File: config.mk
export PLATFORM = sky130hd
export DESIGN_NAME = pbt_longpress_top
export DESIGN_NICKNAME = d
export VERILOG_FILES = /design/src/rtl/pbt_pkg.sv /design/src/rtl/pbt_press_detect.sv /design/src/rtl/pbt_hold_timer.sv /design/src/rtl/pbt_longpress_top.sv
export SDC_FILE = /design/constraint.sdc
export NUM_CORES = 1
export LEC_CHECK = 0
export ABC_AREA = 0
export BUFFER_PORTS_ARGS = -buffer_cell sky130_fd_sc_hd__buf_4
export CORE_MARGIN = 3
export CORE_UTILIZATION = 40
export CTS_CLUSTER_DIAMETER = 30
export DETAILED_ROUTE_END_ITERATION = 12
export HOLD_SLACK_MARGIN = 0.05
export PLACE_DENSITY_LB_ADDON = 0.2
export SYNTH_ARGS = -nofsm -noshare
export SYNTH_HDL_FRONTEND = slang
export SYNTH_SLANG_ARGS = --single-unit
File: constraint.sdc
create_clock -name clk_i -period 3.6 [get_ports clk_i]
set_clock_uncertainty 0.05 [all_clocks]
set_input_delay 0.9 -clock clk_i [delete_from_list [all_inputs] [get_ports clk_i]]
set_output_delay 0.9 -clock clk_i [all_outputs]
set_load 0.02 [all_outputs]
File: src/rtl/pbt_pkg.sv
package pbt_pkg;
    localparam int NUM_TMR  = 2;
    localparam int BOOT_IDX = 0;
    localparam int SHUT_IDX = 1;
endpackage

File: src/rtl/pbt_press_detect.sv
module pbt_press_detect (
    input  logic clk_i,
    input  logic rst_ni,
    input  logic btn_i,
    output logic press_o
);
    logic btn_d, btn_q;

    always_comb begin
        btn_d   = btn_i;
        press_o = btn_i & ~btn_q;
    end

    always_ff @(posedge clk_i or negedge rst_ni) begin
        if (!rst_ni) btn_q <= 1'b0;
        else         btn_q <= btn_d;
    end
endmodule

File: src/rtl/pbt_hold_timer.sv
module pbt_hold_timer #(
    parameter int CW = 8
) (
    input  logic          clk_i,
    input  logic          rst_ni,
    input  logic          held_i,
    input  logic          start_i,
    input  logic          arm_en_i,
    input  logic          tick_i,
    input  logic          force_i,
    input  logic [CW-1:0] limit_i,
    output logic          fire_o
);
    typedef struct packed {
        logic          armed;
        logic          fired;
        logic          fire;
        logic [CW-1:0] cnt;
    } tmr_t;

    tmr_t s_d, s_q;

    always_comb begin
        s_d      = s_q;
        s_d.fire = 1'b0;
        if (!held_i) begin
            s_d.armed = 1'b0;
            s_d.fired = 1'b0;
            s_d.cnt   = '0;
        end else if (start_i) begin
            s_d.armed = arm_en_i;
            s_d.fired = 1'b0;
            s_d.cnt   = '0;
        end else if (s_q.armed && !s_q.fired) begin
            if (force_i) begin
                s_d.fire  = 1'b1;
                s_d.fired = 1'b1;
            end else if (tick_i) begin
                s_d.cnt = s_q.cnt + CW'(1);
                if ((s_q.cnt + CW'(1)) >= limit_i) begin
                    s_d.fire  = 1'b1;
                    s_d.fired = 1'b1;
                    s_d.cnt   = limit_i;
                end
            end
        end
    end

    always_ff @(posedge clk_i or negedge rst_ni) begin
        if (!rst_ni) s_q <= '0;
        else         s_q <= s_d;
    end

    assign fire_o = s_q.fire;


    single_pulse_chk: assert property (@(posedge clk_i) disable iff (!rst_ni)
        fire_o |=> !fire_o);


    cancel_chk: assert property (@(posedge clk_i) disable iff (!rst_ni)
        !held_i |=> !fire_o);


    force_fire_chk: assert property (@(posedge clk_i) disable iff (!rst_ni)
        (force_i && held_i && !start_i && s_q.armed && !s_q.fired) |=> fire_o);


    no_refire_chk: assert property (@(posedge clk_i) disable iff (!rst_ni)
        (s_q.fired && held_i && !start_i) |=> !fire_o);
endmodule

File: src/rtl/pbt_longpress_top.sv
module pbt_longpress_top #(
    parameter int BOOT_MS  = 1000,
    parameter int LONG_MS  = 10000,
    parameter int SHORT_MS = 8000
) (
    input  logic clk_i,
    input  logic rst_ni,
    input  logic btn_i,
    input  logic all_off_i,
    input  logic tick_i,
    input  logic suspend_i,
    input  logic short_hold_i,
    output logic boot_req_o,
    output logic shut_req_o,
    output logic force_off_o
);
    import pbt_pkg::*;

    localparam int MAXA = (LONG_MS > SHORT_MS) ? LONG_MS : SHORT_MS;
    localparam int MAXL = (MAXA > BOOT_MS) ? MAXA : BOOT_MS;
    localparam int CW   = $clog2(MAXL + 1);

    logic          press;
    logic [CW-1:0] limit  [NUM_TMR];
    logic          arm_en [NUM_TMR];
    logic          frc    [NUM_TMR];
    logic [NUM_TMR-1:0] fire;
    logic          force_d, force_q;

    pbt_press_detect u_press (
        .clk_i  (clk_i),
        .rst_ni (rst_ni),
        .btn_i  (btn_i),
        .press_o(press)
    );

    always_comb begin
        limit[BOOT_IDX]  = CW'(BOOT_MS);
        limit[SHUT_IDX]  = short_hold_i ? CW'(SHORT_MS) : CW'(LONG_MS);
        arm_en[BOOT_IDX] = all_off_i;
        arm_en[SHUT_IDX] = 1'b1;
        frc[BOOT_IDX]    = 1'b0;
        frc[SHUT_IDX]    = suspend_i;
    end

    for (genvar g = 0; g < NUM_TMR; g++) begin : g_tmr
        pbt_hold_timer #(.CW(CW)) u_tmr (
            .clk_i   (clk_i),
            .rst_ni  (rst_ni),
            .held_i  (btn_i),
            .start_i (press),
            .arm_en_i(arm_en[g]),
            .tick_i  (tick_i),
            .force_i (frc[g]),
            .limit_i (limit[g]),
            .fire_o  (fire[g])
        );
    end

    assign boot_req_o = fire[BOOT_IDX];
    assign shut_req_o = fire[SHUT_IDX];

    always_comb begin
        force_d = force_q;
        if (shut_req_o)      force_d = 1'b1;
        else if (boot_req_o) force_d = 1'b0;
    end

    always_ff @(posedge clk_i or negedge rst_ni) begin
        if (!rst_ni) force_q <= 1'b0;
        else         force_q <= force_d;
    end

    assign force_off_o = force_q;


    force_set_chk: assert property (@(posedge clk_i) disable iff (!rst_ni)
        shut_req_o |=> force_off_o);


    force_clear_chk: assert property (@(posedge clk_i) disable iff (!rst_ni)
        (boot_req_o && !shut_req_o) |=> !force_off_o);
endmodule

==> impl_metrics.tcl <==
set metrics [dict create \
    drc 0 \
    p_per_area_nw_per_um2 304.7 \
    multi_input_area_um2 1308 \
    finalSetupTns_ns 0 \
    synth_cell_type_count 54 \
    power_leakage_nw 1.053 \
    grt_max_degree 37 \
    hpwl_um 3325 \
    worst_slew_pin_slew_ns 0.6690 \
    syn_inst 258 \
    diodes 0 \
    htreeDepth 2 \
    rsz0062_at_grt "no" \
    rows 27 \
    dp.cells 324 \
    path_buf_inv 0 \
    hold_end "force_off_o" \
    root_buffer "clkbuf_8" \
    post-synth-top-count-cell "dfrtp_1" \
    ff2ff_path_depth 12 \
    final.period_utilization_pct 94.13 \
    worstHoldStart "g_tmr[1].u_tmr.fire_o" \
    synthArstFlopShare_pct 100.0 \
    cts_tree "built" \
    clock_path_buffers 2 \
    cp_cell_sequence "ha_1 -> nand4_1 -> nor2_2 -> nand3_1 -> xnor2_1 -> ha_1 -> a21o_1 -> a21oi_2 -> nand2_1 -> o311a_4 -> or3_1 -> a21oi_1" \
    syn-cell-area_um2 2321 \
    numPortBuffers 9 \
    fin_util_pct 44.94 \
    vias_per_cell 5.762 \
    clock_latency_ns 0.29 \
    dp_slack_ns 0.09195 \
    postRouteAntennaNets 0 \
    vias 1913 \
    grt_pass1_vias 1734 \
    reg2reg_slack_ns 0.21 \
    outcome "finished clean" \
    cts_buffers 5 \
    wl_per_cell_um 15.01 \
    grt_pass1_wl_um 8300 \
    drv_cap 0 \
    dieArea_um2 6753 \
    ys_seq_elements 36 \
    criticalPathCategory "flop to flop" \
    syn_to_final_growth_pct 7.924 \
    setup_viol 0 \
    placed_area_um2 2409 \
    holdWs_ns 0.4196 \
    fin_area_um2 2505 \
    avgSynthCellArea_um2 8.996 \
    synthesis.nets 272 \
    ys.flop_type "dfrtp_1" \
    fin_crit_ns 3.389 \
    ys_warn_count 0 \
    ys_seq_area_share_pct 38.81 \
    slew-limit-headroom_pct 55.40 \
    reg2reg_to "g_tmr[1].u_tmr.s_q[0]" \
    finalHoldViolations 0 \
    drv_slew 0 \
    drive_gt1_share_pct 14.62 \
    crit_fanout 21 \
    clock.fmax_mhz 295.1 \
    crit_family "simple AND/OR/NAND/NOR gates" \
    start_util_pct 41.64 \
    fill_cells 548 \
    synthTopCellsByArea "dfrtp_1 (39%), nand3_1 (6.7%), ha_1 (3.8%), nand2_1 (3.7%), a21oi_1 (3.2%)" \
    core_area_um2 5574 \
    finalNonFillerCells 332 \
    drtPass1Iterations 4 \
    netlist_top_cells_count "dfrtp_1 (36), nand3_1 (31), nand2_1 (23), a21oi_1 (15), nor2_1 (13)" \
    irDropWorstVdd_uv 230.9 \
    routed_wl_um 4982 \
    regArea_um2 900.9 \
    worstPathArrival_ns 3.54 \
    fin_nets 273 \
    yosysTopAreaCell "dfrtp_1" \
    grt-ovfl-total 0 \
    antenna_found_initial 0 \
    slowest_delay_ns 0.42 \
    cp.required_ns 3.75 \
    critPathMostFrequentCell "ha_1" \
    finalPower_uw 763.3 \
    cts_sinks 36 \
    io_pins 10 \
    die_y_um 82.18 \
    fp.dieW_um 82.18 \
    worstReg2RegStart "g_tmr[1].u_tmr.s_q[0]" \
    critPathSlowestCell "o311a_4" \
    drtIter0Drc 148 \
    synth_edf_count 0 \
    grt_use_total_pct 15.91 \
    path_clk_slew_ns 0.07 \
    hold_class "flop to flop" \
    worst_slack_ns 0.2115 \
    holdPathStages 1 \
    crit_path_end_kind "flop" \
    start_kind "flop" \
    gp_congestion 0.8245 \
    netlist.area_leader.share_pct 38.81 \
]
## power breakdown
part / switching [mW] / total (mW) / internal [mW]
Clock: 0.144 / 0.300 / 0.156
Sequential: 0.00331 / 0.412 / 0.409
Combinational: 0.0344 / 0.0509 / 0.0165
## cell type report
| class | instances | share of cell area (%) |
|---|---|---|
| Tap cell | 72 | 3.596 |
| Sequential cell | 36 | 35.96 |
| Inverter | 7 | 1.049 |
| Timing Repair Buffer | 12 | 3.596 |
| Multi-Input combinational cell | 197 | 52.20 |
| Clock buffer | 8 | 3.596 |
## logic make-up after synthesis
family / count (synthesis) / synth area share (%)
mux: 1 / 0.4313
xor+xnor: 12 / 4.852
compound gates: 61 / 19.19
simple gates: 116 / 27.82
buf+inv: 25 / 5.121
fa+ha+maj: 7 / 3.773
flops: 36 / 38.81
## worst max-delay path by stage
stage                                startpoint                     to  slack [ns]  cells after the start
after global placement    g_tmr[1].u_tmr.s_q[0]  g_tmr[1].u_tmr.s_q[0]        0.29                     12
after global routing      g_tmr[1].u_tmr.s_q[0]  g_tmr[1].u_tmr.s_q[0]        0.03                     12
final                     g_tmr[1].u_tmr.s_q[0]  g_tmr[1].u_tmr.s_q[0]        0.21                     12
after detailed placement  g_tmr[1].u_tmr.s_q[0]  g_tmr[1].u_tmr.s_q[0]        0.09                     12
after floorplan           g_tmr[1].u_tmr.s_q[0]  g_tmr[1].u_tmr.s_q[0]        0.64                     12
after CTS                 g_tmr[1].u_tmr.s_q[0]  g_tmr[1].u_tmr.s_q[0]        0.08                     12
## timing repair
action / 4_1_cts / 5_1_grt
buffers inserted: 0 / 0
hold buffers: 0 / 0
gates resized for setup: 0 / 2
endpoints found under the setup margin: 0 / 1
## cell usage in the layout (no fill, tap or decap), types with 7 or more instances in the layout
| cell type | netlist | final |
|---|---|---|
| inv_1 | 7 | 7 |
| o21ai_0 | 10 | 10 |
| xnor2_1 | 8 | 8 |
| and3_1 | 10 | 10 |
| nor2_1 | 13 | 12 |
| ha_1 | 7 | 7 |
| dfrtp_1 | 36 | 36 |
| nand3_1 | 31 | 31 |
| a21oi_1 | 15 | 14 |
| buf_4 | 2 | 12 |
| nand2_1 | 23 | 23 |
## registers in the layout, indices dropped and copies added, names as in the netlist
signal,count
force_off_o,1
g_tmr.u_tmr.fire_o,2
g_tmr.u_tmr.s_q,32
u_press.btn_q,1
## metal layers
metal	track usage (%)	wire, µm
met1	23.94	2603
met2	22.13	2144
met3	2.711	141
met4	6.977	93
met5	0	0
No activity file was read; power rests on OpenSTA's default activity.
